<file path="config.mk">
export PLATFORM = sky130hd
export DESIGN_NAME = fe_sync_mem
export DESIGN_NICKNAME = d
export VERILOG_FILES = /design/src/rtl/fe_pkg.sv /design/src/rtl/fe_gate.sv /design/src/rtl/fe_tag_bank.sv /design/src/rtl/fe_data_bank.sv /design/src/rtl/fe_sync_mem.sv
export SDC_FILE = /design/constraint.sdc
export NUM_CORES = 1
export LEC_CHECK = 0
export ABC_AREA = 1
export BUFFER_PORTS_ARGS = -buffer_cell sky130_fd_sc_hd__buf_2
export CAP_MARGIN = 40
export CORE_ASPECT_RATIO = 1.1
export CORE_MARGIN = 2
export CORE_UTILIZATION = 59
export DETAILED_ROUTE_END_ITERATION = 10
export PLACE_DENSITY = 0.84
export SETUP_SLACK_MARGIN = 0.02
export SYNTH_ARGS = -nofsm -noshare
export SYNTH_HDL_FRONTEND = slang
export SYNTH_SLANG_ARGS = --single-unit
export TNS_END_PERCENT = 1
</file>
<file path="constraint.sdc">
create_clock -name clk -period 1.3 [get_ports clk]
set_input_delay 0.065 -clock clk [delete_from_list [all_inputs] [get_ports clk]]
set_output_delay 0.065 -clock clk [all_outputs]
set_load 0.02 [all_outputs]
</file>
<file path="src/rtl/fe_pkg.sv">
package fe_pkg;

  typedef enum logic {
    MODE_TAGGED = 1'b0,
    MODE_RAW    = 1'b1
  } fe_mode_e;

  // A tagged write may proceed when the word is empty, or when a tagged
  // read drains the same word in this cycle (read resolves first).
  function automatic logic write_permitted(logic tag_now, logic drained_here);
    return !tag_now || drained_here;
  endfunction

endpackage

</file>
<file path="src/rtl/fe_gate.sv">
module fe_gate
  import fe_pkg::*;
#(
  parameter int ADDR_W = 3
) (
  input  logic              wr_valid,
  input  logic              wr_bypass,
  input  logic [ADDR_W-1:0] wr_addr,
  input  logic              wr_tag,
  input  logic              rd_valid,
  input  logic              rd_bypass,
  input  logic [ADDR_W-1:0] rd_addr,
  input  logic              rd_tag,
  output logic              wr_ready,
  output logic              rd_ready,
  output logic              wr_fire,
  output logic              wr_mark,
  output logic              rd_clear
);

  fe_mode_e wr_mode;
  fe_mode_e rd_mode;
  logic     rd_fire;
  logic     drained_here;

  always_comb begin
    wr_mode      = wr_bypass ? MODE_RAW : MODE_TAGGED;
    rd_mode      = rd_bypass ? MODE_RAW : MODE_TAGGED;
    // read side decided first, on the tag held at the start of the cycle
    rd_ready     = (rd_mode == MODE_RAW) || rd_tag;
    rd_fire      = rd_valid && rd_ready;
    rd_clear     = rd_fire && (rd_mode == MODE_TAGGED);
    drained_here = rd_clear && (rd_addr == wr_addr);
    // write side sees the tag as left by the read
    wr_ready     = (wr_mode == MODE_RAW) || write_permitted(wr_tag, drained_here);
    wr_fire      = wr_valid && wr_ready;
    wr_mark      = wr_fire && (wr_mode == MODE_TAGGED);
  end

endmodule

</file>
<file path="src/rtl/fe_tag_bank.sv">
module fe_tag_bank #(
  parameter int DEPTH  = 8,
  parameter int ADDR_W = 3
) (
  input  logic              clk,
  input  logic              arst_n,
  input  logic              set_en,
  input  logic [ADDR_W-1:0] set_addr,
  input  logic              clr_en,
  input  logic [ADDR_W-1:0] clr_addr,
  output logic [DEPTH-1:0]  tags
);

  logic [DEPTH-1:0] tag_q;
  logic [DEPTH-1:0] tag_d;

  for (genvar i = 0; i < DEPTH; i++) begin : g_tag
    always_comb begin
      tag_d[i] = tag_q[i];
      if (clr_en && (clr_addr == ADDR_W'(i))) tag_d[i] = 1'b0;
      if (set_en && (set_addr == ADDR_W'(i))) tag_d[i] = 1'b1;
    end

    always_ff @(posedge clk or negedge arst_n) begin
      if (!arst_n) tag_q[i] <= 1'b0;
      else         tag_q[i] <= tag_d[i];
    end
  end

  assign tags = tag_q;

endmodule

</file>
<file path="src/rtl/fe_data_bank.sv">
module fe_data_bank #(
  parameter int DEPTH  = 8,
  parameter int DATA_W = 16,
  parameter int ADDR_W = 3
) (
  input  logic              clk,
  input  logic              we,
  input  logic [ADDR_W-1:0] waddr,
  input  logic [DATA_W-1:0] wdata,
  input  logic [ADDR_W-1:0] raddr,
  output logic [DATA_W-1:0] rdata
);

  logic [DATA_W-1:0] mem_q [DEPTH];

  for (genvar i = 0; i < DEPTH; i++) begin : g_word
    logic word_en;
    assign word_en = we && (waddr == ADDR_W'(i));
    always_ff @(posedge clk) begin
      if (word_en) mem_q[i] <= wdata;
    end
  end

  assign rdata = mem_q[raddr];

endmodule

</file>
<file path="src/rtl/fe_sync_mem.sv">
module fe_sync_mem #(
  parameter  int DATA_W = 16,
  parameter  int DEPTH  = 8,
  localparam int ADDR_W = $clog2(DEPTH)
) (
  input  logic              clk,
  input  logic              rst_n,
  input  logic              wr_valid,
  output logic              wr_ready,
  input  logic [ADDR_W-1:0] wr_addr,
  input  logic [DATA_W-1:0] wr_data,
  input  logic              wr_bypass,
  input  logic              rd_valid,
  output logic              rd_ready,
  input  logic [ADDR_W-1:0] rd_addr,
  input  logic              rd_bypass,
  output logic [DATA_W-1:0] rd_data
);

  logic [1:0]       rst_pipe_q;
  logic             rst_n_sync;
  logic [DEPTH-1:0] tag_vec;
  logic             wr_fire;
  logic             wr_mark;
  logic             rd_clear;

  always_ff @(posedge clk or negedge rst_n) begin
    if (!rst_n) rst_pipe_q <= 2'b00;
    else        rst_pipe_q <= {rst_pipe_q[0], 1'b1};
  end
  assign rst_n_sync = rst_pipe_q[1];

  fe_gate #(.ADDR_W(ADDR_W)) u_gate (
    .wr_valid  (wr_valid),
    .wr_bypass (wr_bypass),
    .wr_addr   (wr_addr),
    .wr_tag    (tag_vec[wr_addr]),
    .rd_valid  (rd_valid),
    .rd_bypass (rd_bypass),
    .rd_addr   (rd_addr),
    .rd_tag    (tag_vec[rd_addr]),
    .wr_ready  (wr_ready),
    .rd_ready  (rd_ready),
    .wr_fire   (wr_fire),
    .wr_mark   (wr_mark),
    .rd_clear  (rd_clear)
  );

  fe_tag_bank #(.DEPTH(DEPTH), .ADDR_W(ADDR_W)) u_tags (
    .clk      (clk),
    .arst_n   (rst_n_sync),
    .set_en   (wr_mark),
    .set_addr (wr_addr),
    .clr_en   (rd_clear),
    .clr_addr (rd_addr),
    .tags     (tag_vec)
  );

  fe_data_bank #(.DEPTH(DEPTH), .DATA_W(DATA_W), .ADDR_W(ADDR_W)) u_data (
    .clk   (clk),
    .we    (wr_fire),
    .waddr (wr_addr),
    .wdata (wr_data),
    .raddr (rd_addr),
    .rdata (rd_data)
  );

endmodule

</file>
* After elaboration in Yosys (flattened, before gate mapping) *
Memory sizes are Yosys's and may differ from the RTL's.
Index checks and enable logic that the tools add are counted.
W data, S select, Z words.

word-level totals
  flip-flop bits (word level) = 10
  bits in latches = 0
  memory bits (writable) = 128
  bits in read-only memories = 0
  bits of input ports = 28
  output and inout port bits = 18
  memories = 1

memory list
  memory        words  width  read ports  clocked after Yosys merged registers in  write ports  line                text
  u_data.mem_q  8      16     1           0                                        1            fe_data_bank.sv:14  logic [DATA_W-1:0] mem_q [DEPTH];

cells by class
  add/sub/neg operators = 0
  $mul = 0
  div/mod/pow operators = 0
  order comparisons = 2
  equal/unequal tests = 15
  shifts and indexed selects = 0
  multiplexer cells = 59
  bitwise gates (word level) = 2
  reduce and logical (&&, ||, !) cells = 50

operators with widths
  kind                  count
  $mux W16              7
  $reduce_or A16 Y1     7
  $mux W1               43
  $logic_and A1 B1 Y1   29
  $eq A3 B3 Y1 const B  8
  $mux W3               7
  $reduce_bool A2 Y1    8
  $eq A3 B2 Y1 const B  4
  $lt A3 B4 Y1 const B  2
  $bmux W1 S3           2
  $eq A3 B1 Y1 const B  2
  $logic_not A3 Y1      2
  $eq A3 B3 Y1          1
  $logic_or A1 B1 Y1    3
  $not A1 Y1            2
  $logic_not A1 Y1      1

* Depth between registers and ports, before layout *
  depth in word-level cells = 20
  gate-level depth with buffers = 12
  mapped depth without buffers = 11

* Hierarchy *
A second synthesis with hierarchy kept.

unflattened totals
  cell total of the unflattened synthesis = 711
  area, all modules = 6437.4 um^2

by module, submodules not included
  module        times used  cells each  area each (um^2)  sequential area each (um^2)
  fe_data_bank  1           571         5669.2            3843.7
  fe_tag_bank   1           61          407.9             200.2
  fe_sync_mem   1           51          244.0             50.0
  fe_gate       1           28          116.4             0.0

* Worst setup path after synthesis *
No wires, ideal clock.

  path kind = reg-to-reg
  from = register u_tags.tag_q[3], in the netlist u_tags.tags[3]
  to = memory u_data.mem_q[0][0], enable pin
  library setup time = 0.376 ns
  arrival time = 1.513 ns
  required time = 0.924 ns
  slack = -0.589 ns
  cell stages (with the launch flop) = 7
  clock period less this slack = 1.889 ns
  path through = dfrtp_1 > or2_1 > o2111ai_1 > nand2_2 > nand3_4 > nand2_8 > nor2_2

on the way
  elaborated cells on any way between the ends = 57
  those cells by class = mux: 34; reduce/logical: 23

RTL lines
  item                                      line                text
  start: declaration                        fe_tag_bank.sv:14   logic [DEPTH-1:0] tag_q;
  start signal: indexed assignment          fe_tag_bank.sv:26   else tag_q[i] <= tag_d[i];
  $bmux W1 S3                               fe_sync_mem.sv:41   .rd_tag (tag_vec[rd_addr]),
  $mux W1 (not written as such)             fe_sync_mem.sv:41
  $logic_or A1 B1 Y1                        fe_gate.sv:30       rd_ready = (rd_mode == MODE_RAW) || rd_tag;
  $logic_and A1 B1 Y1                       fe_gate.sv:31       rd_fire = rd_valid && rd_ready;
  $logic_and A1 B1 Y1                       fe_gate.sv:32       rd_clear = rd_fire && (rd_mode == MODE_TAGGED);
  $logic_and A1 B1 Y1                       fe_gate.sv:33       drained_here = rd_clear && (rd_addr == wr_addr);
  $logic_or A1 B1 Y1 *                      fe_pkg.sv:11        return !tag_now || drained_here;
  $logic_or A1 B1 Y1 *                      fe_gate.sv:35       wr_ready = (wr_mode == MODE_RAW) || write_permitted(wr_tag, drained_here);
  net wr_ready                              fe_sync_mem.sv:9    output logic wr_ready,
  $logic_and A1 B1 Y1 *                     fe_gate.sv:36       wr_fire = wr_valid && wr_ready;
  $logic_and A1 B1 Y1 *                     fe_data_bank.sv:18  assign word_en = we && (waddr == ADDR_W'(i));
  net u_data.g_word[0].word_en              fe_data_bank.sv:17  logic word_en;
  $mux W1 *                                 fe_data_bank.sv:20  if (word_en) mem_q[i] <= wdata;
  $mux W1 (not written as such) *           fe_data_bank.sv:20
  $mux W1 (no source line) * (7 in series)  --
  end: declaration                          fe_data_bank.sv:14

The timed path passes the listed nets; every way through them passes the cells marked *. The select of a mux whose other input is x is not followed.

* Worst setup path in the final report *
  from = register u_tags.tag_q[1], in the netlist u_tags.tags[1]
  to = output wr_ready

on the way
  longest elaborated chain between the ends = 8
  elaborated cells on any way between the ends = 11
  those cells by class = mux: 4; reduce/logical: 7

RTL lines
  item                           line
  $bmux W1 S3                    fe_sync_mem.sv:41
  $mux W1 (not written as such)  fe_sync_mem.sv:41
  $logic_or A1 B1 Y1             fe_gate.sv:30
  $logic_and A1 B1 Y1            fe_gate.sv:31
  $logic_and A1 B1 Y1            fe_gate.sv:32
  $logic_and A1 B1 Y1            fe_gate.sv:33
  $logic_or A1 B1 Y1 *           fe_pkg.sv:11
  $logic_or A1 B1 Y1 *           fe_gate.sv:35
  end: declaration               fe_sync_mem.sv:9

Every way passes the cells marked *; elsewhere a longest branch is shown, timed or not. The select of a mux whose other input is x is not followed.

==> metrics.cfg <==
[timing]
fmax_ghz=0.5487
fin_crit_ps=1823
final_hold_viol_count=0
grt_setup_unrepaired=yes
fin_crit_sh_pct=140.2
setup_viol=154
layout_setup_ws_ps=-522.5
drv_slew=0
skew_ps=11.59

[run]
max_cap_violations=0

[detailed_routing]
dr_total_vias=4054
wl_per_cell_um=20.86
first_iter_violations=497
viasPerCell=5.953
drc=0
wl_um=14200
ant_nets=0
dr.pass1.iters=5

[setup_path]
required_ps=1240
crit_type=reg -> out
crit_arrival_ps=1760
start_kind=register
crit_family=simple AND/OR/NAND/NOR gates
path_buf_inv=2
critPathCaptureType=primary output
cp_max_fo=3
cp_cell_sequence=nand2_1, nand2_1, nand2_1, nand2_1, nand2_2, nand2_4, nand4_4, nand3_4, buf_4, buf_6
slowest_stage=dfrtp_1
cpPeakStageDelay_ps=390
cpMostUsedCell=nand2_1

[yosys]
syn_area_per_cell_um2=13.22
synthArstFlopShare_pct=7.246
ys_warn_count=0
synth_edf_count=128
syn_inst=420
synth_area_um2=5552
syn_nets=448
yosysTopAreaCell=edfxtp_1
ys.flop_type=edfxtp_1
synth_seq_cells=138
synthTopCellsByArea=edfxtp_1 69%, nand2_1 7.3%, dfrtp_1 4.5%
ys_seq_area_share_pct=73.74
ys_types=31
synth_top_area_share_pct=69.24
yosysMostFrequentCell=edfxtp_1
synth_commonest_cells=128 x edfxtp_1, 108 x nand2_1, 30 x a22oi_1

[status]
failed_checks=setup timing
status=finished with violations

[floorplanning]
die_w_um=96.49
start_util_pct=59.96
die_y_um=105.7
num_rows=37
core_um2=9259
dieArea_um2=10200
io_pins=46

[layout]
fill_cells=470
final_nets=579
finalNonFillerCells=681
fin_area_um2=7338
areaGrowthSynthToFinish_pct=32.18
final_core_util_pct=79.26
layout-drive-gt1-share_pct=30.67
antenna_cells=0

[clock_tree]
cts_max_level=4
clkTransAtPathRegs_ps=60
cts.sinks=138
numCtsBuffers=17
cts_buffer_depth=2
insertion_delay_ps=540
cts_tree=built
root_buffer=clkbuf_8

[place]
gp_congestion=0.8379
postPlaceCellArea_um2=6469
numPortBuffers=45
dp.cells=625
post-dp-hpwl_um=8668

[global_routing]
grt_pass1_wl_um=21410
antenna_found_initial=0
grt_pass1_vias=4044
grt_start_max_net_pins=19
grt.total_usage_pct=29.63
gr-total-overflow=0

[power]
power_uw=10980
powerDensity_nw_per_um2=1497
ir_drop_mv=1.176
p_leak_uw=0.002728

[hold_path]
hold_path_class=in -> reg

[routing by layer]
metal	wire length (µm)	vias to the layer above	global-route usage, %
met5	0	-	0
met4	252	0	9.256
met3	1207	26	8.863
met2	7177	238	45.14
met1	5565	1992	41.56
li1	-	1798	-
[cell families (layout without fill, tap and decap cells)]
logic type / Yosys count / after routing / synth area share (%)
AND/OR/NAND/NOR: 178 / 178 / 15.06
XOR/XNOR: 1 / 1 / 0.1578
AO/OA/AOI/OAI: 62 / 62 / 7.708
flip-flops: 138 / 138 / 73.74
other: 1 / 1 / 0.06755
buffers and inverters: 40 / 184 / 3.268
[where the power goes]
| group | total [µW] | switching [µW] | internal [µW] |
|---|---|---|---|
| logic | 1240 | 735 | 505 |
| clock network | 4560 | 1690 | 2870 |
| registers | 5180 | 105 | 5080 |
[cell usage in the layout, fill, tap and decap left out, types with 5 or more instances in the layout]
| master | n |
|---|---|
| buf_2 | 37 |
| clkinv_2 | 5 |
| nand2_2 | 5 |
| nand3_1 | 7 |
| a211oi_2 | 5 |
| dfrtp_1 | 10 |
| buf_12 | 11 |
| clkinv_1 | 5 |
| o21ai_1 | 7 |
| inv_1 | 12 |
| nand4_1 | 20 |
| nor2_1 | 18 |
| inv_2 | 7 |
| nand2_1 | 107 |
| a31oi_1 | 13 |
| nor2_4 | 8 |
| dlygate4sd3_1 | 21 |
| clkbuf_16 | 16 |
| edfxtp_1 | 128 |
| buf_4 | 60 |
| a22oi_1 | 29 |
[tightest hold or removal path: stages]
cell	delay, ps
buf_2	120
buf_4	140
nor2_1	60
nand4_1	90
nand2_1	50
[layout make-up]
class	instances	area [µm²]	share of cell area, %
inverter	21	83.83	1.142
tap	117	146.4	1.995
sequential	138	4094	55.79
timing repair buffer	131	1089	14.83
clock inverter	12	130.1	1.773
clock buffer	20	425.4	5.797
multi-input combinational	242	1370	18.67
[stage by stage]
stage                     hold slack, ps  setup slack [ps]  TNS (ps)
after floorplan                   -230.6            -430.5    -55110
after global placement            -150.1            -345.3    -46850
after detailed placement          -147.6            -441.1    -58930
after CTS                          8.812            -501.5    -66650
after global routing               50.48            -627.6    -85430
final                              39.23            -522.5    -68630
[sequential cells by signal (all words and copies together), names as in the netlist]
name          count
u_data.mem_q    128
rst_pipe_q        2
u_tags.tags       8
[what timing repair did]
action,in CTS,in global routing
hold buffers,21,0
setup endpoints to repair,154,154
pin swaps,7,3
setup buffers,3,0
resized for setup,20,9
endpoints found under the hold margin,138,0
[worst paths after layout]
kind / startpoint / endpoint / cells past startpoint / slack, ps
setup / recovery: u_tags.tags[1] / wr_ready / 10 / -520
hold / removal: wr_addr[2] / u_tags.tags[1] / 5 / 40
setup reg to reg: u_tags.tags[1] / u_data.mem_q[7][12] / 12 / -510
hold reg to reg: rst_pipe_q[1] / u_tags.tags[6] / 0 / 130
max in group asynchronous: rst_n / rst_pipe_q[1] / 3 / 780
min in group asynchronous: rst_pipe_q[1] / u_tags.tags[6] / 0 / 130
(Power assumes the default switching activity.)
